--- config.mk ---
export PLATFORM = sky130hd
export DESIGN_NAME = ddrap_bank_tracker
export DESIGN_NICKNAME = d
export VERILOG_FILES = /design/src/rtl/ddrap_pkg.sv /design/src/rtl/ddrap_bank_fsm.sv /design/src/rtl/ddrap_col_window.sv /design/src/rtl/ddrap_bank_tracker.sv
export SDC_FILE = /design/constraint.sdc
export NUM_CORES = 1
export LEC_CHECK = 0
export BUFFER_PORTS_ARGS = -buffer_cell sky130_fd_sc_hd__buf_2
export CORE_UTILIZATION = 60
export CTS_CLUSTER_DIAMETER = 100
export DETAILED_ROUTE_END_ITERATION = 7
export HOLD_SLACK_MARGIN = 0.06
export PLACE_DENSITY_LB_ADDON = 0.3
export SYNTH_ARGS = -nofsm -noshare
export SYNTH_HDL_FRONTEND = slang
export SYNTH_HIERARCHICAL = 1
export SYNTH_SLANG_ARGS = --single-unit
export TNS_END_PERCENT = 100
--- constraint.sdc ---
create_clock -name clk -period 4.4 [get_ports clk]
set_input_delay 0.44 -clock clk [delete_from_list [all_inputs] [get_ports clk]]
set_output_delay 0.44 -clock clk [all_outputs]
set_load 0.02 [all_outputs]
--- src/rtl/ddrap_pkg.sv ---
package ddrap_pkg;

  typedef enum logic [2:0] {
    OP_NOP  = 3'd0,
    OP_ACT  = 3'd1,
    OP_RD   = 3'd2,
    OP_WR   = 3'd3,
    OP_RDAP = 3'd4,
    OP_WRAP = 3'd5
  } op_e;

  typedef enum logic [1:0] {
    BK_IDLE   = 2'd0,
    BK_OPEN   = 2'd1,
    BK_APWAIT = 2'd2,
    BK_PRECH  = 2'd3
  } bank_st_e;

  localparam int unsigned WRITE_TAIL = 4;
  localparam logic [1:0]  BURST_BAD  = 2'd3;

  // clocks occupied by one burst on the data bus
  function automatic logic [3:0] half_burst(input logic [1:0] code);
    case (code)
      2'd0:    return 4'd1;
      2'd1:    return 4'd2;
      default: return 4'd4;
    endcase
  endfunction

endpackage

--- src/rtl/ddrap_bank_fsm.sv ---
module ddrap_bank_fsm
  import ddrap_pkg::*;
#(
  parameter int unsigned T_RCD = 3,
  parameter int unsigned T_RAS = 7,
  parameter int unsigned T_RP  = 3,
  parameter int unsigned CNT_W = 5
) (
  input  logic             clk,
  input  logic             rst_n,
  input  logic             act_go,
  input  logic             ap_go,
  input  logic [CNT_W-1:0] ap_delay,
  output logic             is_idle,
  output logic             col_ok,
  output logic             in_prech,
  output logic [CNT_W-1:0] ras_left
);

  localparam int unsigned AGE_W = $clog2(T_RAS + 1);

  bank_st_e         st_q, st_d;
  logic [AGE_W-1:0] age_q, age_d;
  logic             age_en;
  logic [CNT_W-1:0] tmr_q, tmr_d;
  logic             tmr_en;

  always_comb begin
    st_d   = st_q;
    age_d  = age_q;
    age_en = 1'b0;
    tmr_d  = tmr_q;
    tmr_en = 1'b0;
    case (st_q)
      BK_IDLE: begin
        if (act_go) begin
          st_d   = BK_OPEN;
          age_d  = AGE_W'(1);
          age_en = 1'b1;
        end
      end
      BK_OPEN: begin
        if (ap_go) begin
          tmr_en = 1'b1;
          if (ap_delay == CNT_W'(1)) begin
            st_d  = BK_PRECH;
            tmr_d = CNT_W'(T_RP);
          end else begin
            st_d  = BK_APWAIT;
            tmr_d = ap_delay - CNT_W'(1);
          end
        end else if (age_q != AGE_W'(T_RAS)) begin
          age_en = 1'b1;
          age_d  = age_q + AGE_W'(1);
        end
      end
      BK_APWAIT: begin
        tmr_en = 1'b1;
        if (tmr_q == CNT_W'(1)) begin
          st_d  = BK_PRECH;
          tmr_d = CNT_W'(T_RP);
        end else begin
          tmr_d = tmr_q - CNT_W'(1);
        end
      end
      default: begin
        tmr_en = 1'b1;
        if (tmr_q == CNT_W'(1)) begin
          st_d  = BK_IDLE;
          tmr_d = '0;
        end else begin
          tmr_d = tmr_q - CNT_W'(1);
        end
      end
    endcase
  end

  always_ff @(posedge clk or negedge rst_n) begin
    if (!rst_n) st_q <= BK_IDLE;
    else        st_q <= st_d;
  end

  always_ff @(posedge clk or negedge rst_n) begin
    if (!rst_n)      age_q <= '0;
    else if (age_en) age_q <= age_d;
  end

  always_ff @(posedge clk or negedge rst_n) begin
    if (!rst_n)      tmr_q <= '0;
    else if (tmr_en) tmr_q <= tmr_d;
  end

  assign is_idle  = (st_q == BK_IDLE);
  assign in_prech = (st_q == BK_PRECH);
  assign col_ok   = (st_q == BK_OPEN) && (age_q >= AGE_W'(T_RCD));
  assign ras_left = CNT_W'(T_RAS) - CNT_W'(age_q);

endmodule

--- src/rtl/ddrap_col_window.sv ---
module ddrap_col_window #(
  parameter int unsigned CNT_W = 5
) (
  input  logic             clk,
  input  logic             rst_n,
  input  logic             load,
  input  logic [CNT_W-1:0] len,
  output logic             blocked
);

  logic [CNT_W-1:0] cnt_q, cnt_d;
  logic             cnt_en;

  always_comb begin
    cnt_en = load || (cnt_q != '0);
    cnt_d  = load ? len : (cnt_q - CNT_W'(1));
  end

  always_ff @(posedge clk or negedge rst_n) begin
    if (!rst_n)      cnt_q <= '0;
    else if (cnt_en) cnt_q <= cnt_d;
  end

  assign blocked = (cnt_q != '0);

endmodule

--- src/rtl/ddrap_bank_tracker.sv ---
module ddrap_bank_tracker
  import ddrap_pkg::*;
#(
  parameter int unsigned NUM_BANKS = 4,
  parameter int unsigned T_RCD     = 3,
  parameter int unsigned T_RAS     = 7,
  parameter int unsigned T_RP      = 3,
  parameter int unsigned CAS_LAT   = 3,
  localparam int unsigned BANK_W   = $clog2(NUM_BANKS)
) (
  input  logic                 clk,
  input  logic                 rst_n,
  input  logic [2:0]           cmd_op,
  input  logic [BANK_W-1:0]    cmd_bank,
  input  logic [1:0]           cmd_burst,
  output logic [NUM_BANKS-1:0] act_ready,
  output logic [NUM_BANKS-1:0] col_ready,
  output logic [NUM_BANKS-1:0] prech_busy,
  output logic                 protocol_err
);

  localparam int unsigned CNT_MAX = T_RAS + T_RP + CAS_LAT + WRITE_TAIL + 8;
  localparam int unsigned CNT_W   = $clog2(CNT_MAX + 1);

  logic [NUM_BANKS-1:0] bank_idle, bank_col_ok, bank_prech;
  logic [CNT_W-1:0]     ras_left [NUM_BANKS];
  logic [NUM_BANKS-1:0] act_go, ap_go;

  logic             is_act, is_col, is_ap, is_wr_ap;
  logic             sel_idle, sel_ok, bad_burst, blocked, bad, accept;
  logic [CNT_W-1:0] hb, sel_ras, rd_delay, wr_delay, ap_delay, win_len;
  logic             err_q;

  // command decode
  always_comb begin
    is_act    = (cmd_op == OP_ACT);
    is_wr_ap  = (cmd_op == OP_WRAP);
    is_ap     = (cmd_op == OP_RDAP) || is_wr_ap;
    is_col    = (cmd_op == OP_RD) || (cmd_op == OP_WR) || is_ap;
    bad_burst = (cmd_burst == BURST_BAD);
    sel_idle  = bank_idle[cmd_bank];
    sel_ok    = bank_col_ok[cmd_bank];
    sel_ras   = ras_left[cmd_bank];
  end

  // legality and implicit precharge delay
  always_comb begin
    hb       = CNT_W'(half_burst(cmd_burst));
    rd_delay = (hb >= sel_ras) ? hb : sel_ras;
    wr_delay = ((hb + CNT_W'(WRITE_TAIL)) >= sel_ras) ? (hb + CNT_W'(WRITE_TAIL)) : sel_ras;
    ap_delay = is_wr_ap ? wr_delay : rd_delay;
    win_len  = is_wr_ap ? wr_delay : (CNT_W'(CAS_LAT) + hb - CNT_W'(1));
    bad      = (is_act && !sel_idle) ||
               (is_col && (!sel_ok || blocked || bad_burst));
    accept   = !bad;
  end

  for (genvar g = 0; g < NUM_BANKS; g++) begin : g_bank
    logic hit;
    assign hit       = (cmd_bank == BANK_W'(g));
    assign act_go[g] = accept && is_act && hit;
    assign ap_go[g]  = accept && is_ap && hit;

    ddrap_bank_fsm #(
      .T_RCD (T_RCD),
      .T_RAS (T_RAS),
      .T_RP  (T_RP),
      .CNT_W (CNT_W)
    ) u_bank (
      .clk      (clk),
      .rst_n    (rst_n),
      .act_go   (act_go[g]),
      .ap_go    (ap_go[g]),
      .ap_delay (ap_delay),
      .is_idle  (bank_idle[g]),
      .col_ok   (bank_col_ok[g]),
      .in_prech (bank_prech[g]),
      .ras_left (ras_left[g])
    );
  end

  ddrap_col_window #(
    .CNT_W (CNT_W)
  ) u_window (
    .clk     (clk),
    .rst_n   (rst_n),
    .load    (accept && is_ap),
    .len     (win_len),
    .blocked (blocked)
  );

  always_ff @(posedge clk or negedge rst_n) begin
    if (!rst_n) err_q <= 1'b0;
    else        err_q <= bad;
  end

  assign act_ready    = bank_idle;
  assign col_ready    = blocked ? '0 : bank_col_ok;
  assign prech_busy   = bank_prech;
  assign protocol_err = err_q;

endmodule

==> results.py, run 1 <==
metrics = {
    "grt": {
        "grt_start_max_net_pins": 47,
        "grt_antenna_before_repair": 0,
        "grt_usage_pct": 26.33,
        "grt_pass1_wl_mm": 16.16,
        "first_global_vias": 3591,
        "gr-total-overflow": 0,
    },
    "cts": {
        "numClockSinks": 46,
        "cts_htree_levels": 2,
        "clk_pin_slew_ns": 0.09,
        "clock_path_buffers": 2,
        "cts_buffers": 5,
        "holdBufCountCts": 0,
        "post_cts_resize_count": 0,
        "clock_latency_ns": 0.31,
        "cts_tree": "yes",
        "clockRootBuffer": "clkbuf_8",
        "cts_setup_buffers": 0,
    },
    "cells_and_area": {
        "fin_nets": 578,
        "post-route-cell-area_mm2": 0.004802,
        "utilization_pct": 66.21,
        "synthToLayoutAreaGrowth_pct": 6.375,
        "layout.cells.most_common": "inv_1",
        "nFillCells": 578,
        "antenna_cells": 0,
        "layout_common_cells": "inv_1 (63), ha_1 (54), dfrtp_1 (46), nand2_1 (38), nor2_1 (33)",
        "final_layout_size_suffix_gt1_share_pct": 14.53,
    },
    "critical_path": {
        "cp-end-kind": "flop",
        "worstPathCellList": "inv_1 > mux4_2 > ha_1 > nand2b_1 > a221o_1 > maj3_2 > a21boi_1 > mux2_2 > inv_1 > ha_1 > nor4b_1 > nor2_1 > a221o_1",
        "ff2ff_path_depth": 13,
        "cp_max_fo": 8,
        "startpoint": "g_bank[0].u_bank/age_q[0]",
        "rrSetupSlack_ns": 0.21,
        "crit_end": "g_bank[3].u_bank/tmr_q[4]",
        "required_ns": 4.59,
        "rr_startpoint": "g_bank[0].u_bank/age_q[0]",
        "cp_slowest_cell": "nor4b_1",
        "worst_setup_path_start_kind": "flop",
        "critical_path_class": "flop to flop",
        "r2r-end": "g_bank[3].u_bank/tmr_q[4]",
        "cp.arrival_ns": 4.38,
        "slowest_delay_ns": 0.50,
    },
    "routing": {
        "drt_drc_violations_left": 0,
        "wl_met1_mm": 4.449,
        "drtPass1Iterations": 4,
        "num_vias": 3693,
        "ant_nets": 0,
        "wirelength_mm": 9.854,
        "wire_per_inst_um": 16.02,
        "wl_met2_mm": 4.855,
        "vias_per_cell": 6.005,
        "routed.top_layer": "met4",
        "drtIter0Drc": 174,
        "met3_length_um": 455,
    },
    "placed_design": {
        "io_buffers": 21,
        "dp_slack_ns": 0.02376,
        "dpl.hpwl_mm": 7.194,
        "gp_congestion": 0.8882,
        "dpl_cell_area_mm2": 0.004659,
    },
    "floorplanning": {
        "core-area_mm2": 0.007253,
        "die_x_um": 88.74,
        "die_area_mm2": 0.007875,
        "die_y_um": 88.74,
        "io_pins": 22,
        "initial_core_util_pct": 62.24,
        "rows": 31,
    },
    "synthesis": {
        "yosysWarnings": 6,
        "synth-edff-count": 0,
        "ys.flop_type": "dfrtp_1",
        "netlist_instances": 503,
        "syn_area_mm2": 0.004514,
        "ys_seq_area_share_pct": 25.50,
        "synth_cell_type_count": 56,
        "ys_ff_latch": 46,
        "syn-mean-instance-area_um2": 8.975,
        "synthArstFlopShare_pct": 100.0,
    },
    "sta": {
        "fin_crit_sh_pct": 95.23,
        "fmax_ghz": 0.2387,
        "relSlewSlack_pct": 26.37,
        "hold_viol": 0,
        "skew_ns": 0.004895,
        "slew_violations": 0,
        "rsz0062_at_grt": "no",
        "worstMarginPinSlew_ns": 1.104,
        "whs_ns": 0.3380,
        "period_minus_slack_ns": 4.190,
        "final.setup.tns_ns": 0,
        "setup_viol": 0,
        "setup_ws_ns": 0.2100,
    },
    "status": {
        "status": "complete, no violations",
    },
    "power": {
        "powerDensity_mw_per_mm2": 748.2,
        "ir_worst_vdd_v": 0.0005076,
        "leakage_nw": 2.276,
    },
    "flow_run": {
        "maxCapViolCount": 0,
    },
    "hold_path": {
        "hold_path.class": "input pin to async pin",
    },
}
## metal layers
| layer | global-route usage (%) | vias to the layer above |
|---|---|---|
| met5 | 0 | - |
| met4 | 8.065 | 0 |
| li1 | - | 1804 |
| met2 | 46.50 | 84 |
| met3 | 4.664 | 8 |
| met1 | 32.67 | 1797 |
## per-stage QoR
step,total power [mW],instances
after CTS,3.580,615
after global placement,3.071,607
after floorplan,2.689,507
final,3.593,615
after global routing,3.904,615
after detailed placement,3.160,607
## sequential cells by signal, indices dropped and copies added (netlist names)
signal and count:
g_bank.u_bank/age_q 12, g_bank.u_bank/st_q 8, g_bank.u_bank/tmr_q 20, protocol_err 1, u_window/cnt_q 5
## synthesized netlist by cell type, types with 7 or more instances
cell | number | area [um2]
ha_1 | 54 | 675.7
a21oi_1 | 16 | 80.08
nand3_1 | 11 | 55.05
nor3_1 | 11 | 55.05
a221o_1 | 10 | 100.1
nand2b_1 | 7 | 43.79
xnor2_1 | 7 | 61.31
inv_1 | 63 | 236.5
dfrtp_1 | 46 | 1151
nor4b_1 | 12 | 105.1
a211oi_1 | 8 | 60.06
nand2_1 | 38 | 142.6
buf_4 | 8 | 60.06
nor2b_1 | 19 | 118.9
clkbuf_1 | 12 | 45.04
mux2_2 | 8 | 90.09
a21o_1 | 10 | 75.07
nor2_1 | 33 | 123.9
mux2i_1 | 10 | 100.1
o21ai_0 | 15 | 75.07
xor2_1 | 8 | 70.07
## worst min-delay path by stage
stage	from	end	slack, ns	depth (start not counted)
after floorplan	rst_n	g_bank[0].u_bank/age_q[0]	0.14	0
after global placement	g_bank[1].u_bank/tmr_q[4]	g_bank[1].u_bank/tmr_q[4]	0.56	1
after detailed placement	g_bank[2].u_bank/tmr_q[0]	g_bank[2].u_bank/tmr_q[0]	0.56	1
after CTS	rst_n	u_window/cnt_q[2]	0.37	1
after global routing	rst_n	u_window/cnt_q[2]	0.44	1
final	rst_n	u_window/cnt_q[3]	0.34	1
## power by group
part	total, mW	switching (mW)	internal [mW]
Combinational	2.38	1.33	1.05
Clock	0.400	0.157	0.242
Sequential	0.812	0.202	0.610
## critical path, delay by kind of cell, from the launching register on
family / cells / cell delay, ns
buffers and inverters: 2 / 0.18
AND/OR/NAND/NOR: 3 / 0.82
flip-flops: 1 / 0.46
AO/OA/AOI/OAI: 3 / 0.87
adder cells (fa/ha/maj): 3 / 0.81
multiplexers: 2 / 0.94
## final cells by class
cell class / count / area (um2) / share of cell area (%)
Clock buffer: 6 / 82.58 / 1.720
Clock inverter: 2 / 60.06 / 1.251
Inverter: 63 / 236.5 / 4.924
Multi-Input combinational cell: 376 / 3028 / 63.05
Sequential cell: 46 / 1151 / 23.97
Tap cell: 99 / 123.9 / 2.579
Timing Repair Buffer: 23 / 120.1 / 2.501
## cell families after synthesis
family	share of synthesized area, %
and+or+nand+nor	20.23
buffers and inverters	7.899
AOI/OAI and AO/OA	18.96
DFF	25.50
xor gates and xnor gates	2.910
other	0.3325
muxes	8.703
adders and majority gates	15.47
(Power assumes the default switching activity.)
==> run 2, diff against run 1 <==
--- a/config.mk
+++ b/config.mk
@@ -6,9 +6,12 @@
 export NUM_CORES = 1
 export LEC_CHECK = 0
 export BUFFER_PORTS_ARGS = -buffer_cell sky130_fd_sc_hd__buf_2
-export CORE_UTILIZATION = 60
+export CELL_PAD_IN_SITES_DETAIL_PLACEMENT = 2
+export CELL_PAD_IN_SITES_GLOBAL_PLACEMENT = 2
+export CORE_UTILIZATION = 40
 export CTS_CLUSTER_DIAMETER = 100
 export DETAILED_ROUTE_END_ITERATION = 7
+export GPL_TIMING_DRIVEN = 0
 export HOLD_SLACK_MARGIN = 0.06
 export PLACE_DENSITY_LB_ADDON = 0.3
 export SYNTH_ARGS = -nofsm -noshare
==> run 2 against run 1 <==
Clock-buffer cell count down 1. Critical path depth is the same. Combinational power up 6%. Wire length is 29% higher. First-iteration DRC count decreased by 38%. Largest cell class unchanged. Sequential share of layout area shrank 0.97 points. Sequential cell count unchanged. Maximum frequency fell by 0.25%. Cell area rose by 4.2%. Worst hold slack improved by 0.025 ns. Clock power is 12% higher. Clock skew up 0.00053 ns.
==> results.py, run 2 (same netlist as run 1, synthesis figures left out) <==
metrics = {
    "grt": {
        "grt_pass1_wl_mm": 21.31,
        "gr-total-overflow": 0,
        "grt_start_max_net_pins": 47,
        "grt_antenna_before_repair": 0,
        "first_global_vias": 4267,
        "grt_usage_pct": 23.55,
    },
    "cells_and_area": {
        "multi_input_area_mm2": 0.003069,
        "layout_common_cells": "inv_1 (63), ha_1 (54), dfrtp_1 (46), nand2_1 (38), nor2_1 (33)",
        "layout.cells.most_common": "inv_1",
        "antenna_cells": 0,
        "final_cells": 672,
        "regMostFlops": "g_bank.u_bank/tmr_q",
        "nFillCells": 1213,
        "fin_nets": 594,
        "reg_top3": "g_bank.u_bank/tmr_q (20), g_bank.u_bank/age_q (12), g_bank.u_bank/st_q (8)",
        "largest_reg_flops": 20,
        "synthToLayoutAreaGrowth_pct": 10.86,
        "final_layout_size_suffix_gt1_share_pct": 15.98,
        "utilization_pct": 45.77,
        "regArea_mm2": 0.001151,
        "post-route-cell-area_mm2": 0.005005,
    },
    "routing": {
        "ant_nets": 0,
        "vias_per_cell": 5.693,
        "num_vias": 3826,
        "wirelength_mm": 12.68,
        "wire_per_inst_um": 18.87,
        "drt_drc_violations_left": 0,
        "drtIter0Drc": 108,
        "drtPass1Iterations": 4,
    },
    "critical_path": {
        "cp-end-kind": "flop",
        "crit_end": "g_bank[3].u_bank/tmr_q[0]",
        "slowest_delay_ns": 0.61,
        "ff2ff_path_depth": 13,
        "startpoint": "g_bank[3].u_bank/age_q[1]",
        "cp.arrival_ns": 4.45,
        "r2r-end": "g_bank[3].u_bank/tmr_q[0]",
        "rr_startpoint": "g_bank[3].u_bank/age_q[1]",
        "rrSetupSlack_ns": 0.20,
        "critical_path_class": "flop to flop",
        "worstPathCellList": "inv_1 > mux4_2 > inv_1 > ha_1 > nor2b_1 > a221o_1 > maj3_2 > a21boi_2 > mux2_2 > ha_1 > or4b_2 > a21oi_1 > a211o_1",
        "cp_slowest_cell": "or4b_2",
        "worst_setup_path_start_kind": "flop",
        "cp_max_fo": 16,
        "required_ns": 4.65,
    },
    "sta": {
        "rsz0062_at_grt": "no",
        "fin_crit_sh_pct": 95.47,
        "skew_ns": 0.005421,
        "worstMarginPinSlew_ns": 1.148,
        "fmax_ghz": 0.2381,
        "setup_viol": 0,
        "period_minus_slack_ns": 4.201,
        "hold_viol": 0,
        "slew_violations": 0,
        "relSlewSlack_pct": 23.49,
    },
    "power": {
        "leakage_nw": 2.343,
        "p_comb_share_pct": 66.7,
        "sw_frac_of_total_pct": 48.50,
        "powerDensity_mw_per_mm2": 758.8,
        "power_frac_seq_pct": 21.5,
        "ir_worst_vdd_v": 0.0003269,
        "clockPowerShare_pct": 11.8,
        "p_int_mw": 1.956,
        "p_sw_mw": 1.842,
    },
    "placed_design": {
        "dpl.hpwl_mm": 9.587,
        "dp_cells": 666,
        "dpl_cell_area_mm2": 0.004806,
        "gp_congestion": 0.7859,
        "io_buffers": 19,
    },
    "cts": {
        "holdBufCountCts": 0,
        "clk_pin_slew_ns": 0.07,
        "clockRootBuffer": "clkbuf_16",
        "clock_latency_ns": 0.30,
        "cts_htree_levels": 2,
        "cts_tree": "yes",
        "cts_setup_buffers": 0,
        "cts_buffers": 5,
        "numClockSinks": 46,
        "clock_path_buffers": 2,
    },
    "floorplanning": {
        "initial_core_util_pct": 41.28,
        "die_x_um": 108.2,
        "rows": 38,
        "die_area_mm2": 0.01171,
        "die_y_um": 108.2,
        "io_pins": 22,
        "core-area_mm2": 0.01094,
    },
    "flow_run": {
        "maxCapViolCount": 0,
    },
    "status": {
        "status": "complete, no violations",
    },
    "hold_path": {
        "hold_path.class": "input pin to async pin",
    },
}
==> run 2: critical path, delay by kind of cell, from the launching register on <==
family,cells,cell delay [ns]
compound gates,4,0.94
fa+ha+maj,3,0.86
buf+inv,2,0.19
flops,1,0.39
mux,2,0.98
simple gates,2,0.78
==> run 2: worst min-delay path by stage <==
stage          slack [ns]                         to  cells after the start                      start
2_1_floorplan        0.14  g_bank[0].u_bank/age_q[0]                      0                      rst_n
3_3_place_gp         0.56  g_bank[1].u_bank/tmr_q[0]                      1  g_bank[1].u_bank/tmr_q[0]
3_5_place_dp         0.57  g_bank[3].u_bank/tmr_q[4]                      1  g_bank[3].u_bank/tmr_q[4]
4_1_cts              0.40          u_window/cnt_q[3]                      1                      rst_n
5_1_grt              0.45          u_window/cnt_q[3]                      1                      rst_n
6_report             0.36          u_window/cnt_q[3]                      1                      rst_n
==> run 2: what timing repair did <==
action                     CTS  global route
pin swaps                    0             0
setup endpoints to repair   24             9
hold endpoints to repair     0             0
gates cloned                 0             0
gates resized for setup      5             2
==> run 2: power by group through the flow <==
stage	Sequential [mW]	Clock, mW	Combinational, mW
4_1_cts	0.815	0.466	2.56
3_3_place_gp	0.802	0	2.35
3_5_place_dp	0.820	0	2.52
6_report	0.817	0.448	2.53
2_1_floorplan	0.763	0	1.93
5_1_grt	0.846	0.481	2.81
==> run 2: through the flow <==
step | setup slack, ns | total power [mW] | hold slack (ns) | setup TNS, ns
after floorplan | 0.1710 | 2.689 | 0.1444 | 0
after global placement | -0.4225 | 3.155 | 0.5607 | -6.931
after detailed placement | -0.4762 | 3.340 | 0.5656 | -9.287
after CTS | 0.06030 | 3.842 | 0.4006 | 0
after global routing | 0.03013 | 4.136 | 0.4543 | 0
final | 0.1994 | 3.798 | 0.3631 | 0
==> run 2: metal layers <==
layer	track usage, %	share of wire, %	up-vias
met4	6.556	0.97	0
met1	27.17	45	1963
met2	44.86	53	22
met5	0	0	-
met3	3.134	1.4	8
li1	-	-	1833
==> run 2: cell type report <==
class | instances | area share, %
tap | 140 | 3.500
clock inverter | 3 | 0.8000
sequential | 46 | 23.00
multi-input combinational | 376 | 61.32
timing repair buffer | 19 | 1.900
inverter | 63 | 4.725
clock buffer | 5 | 2.500
buffer | 20 | 2.250
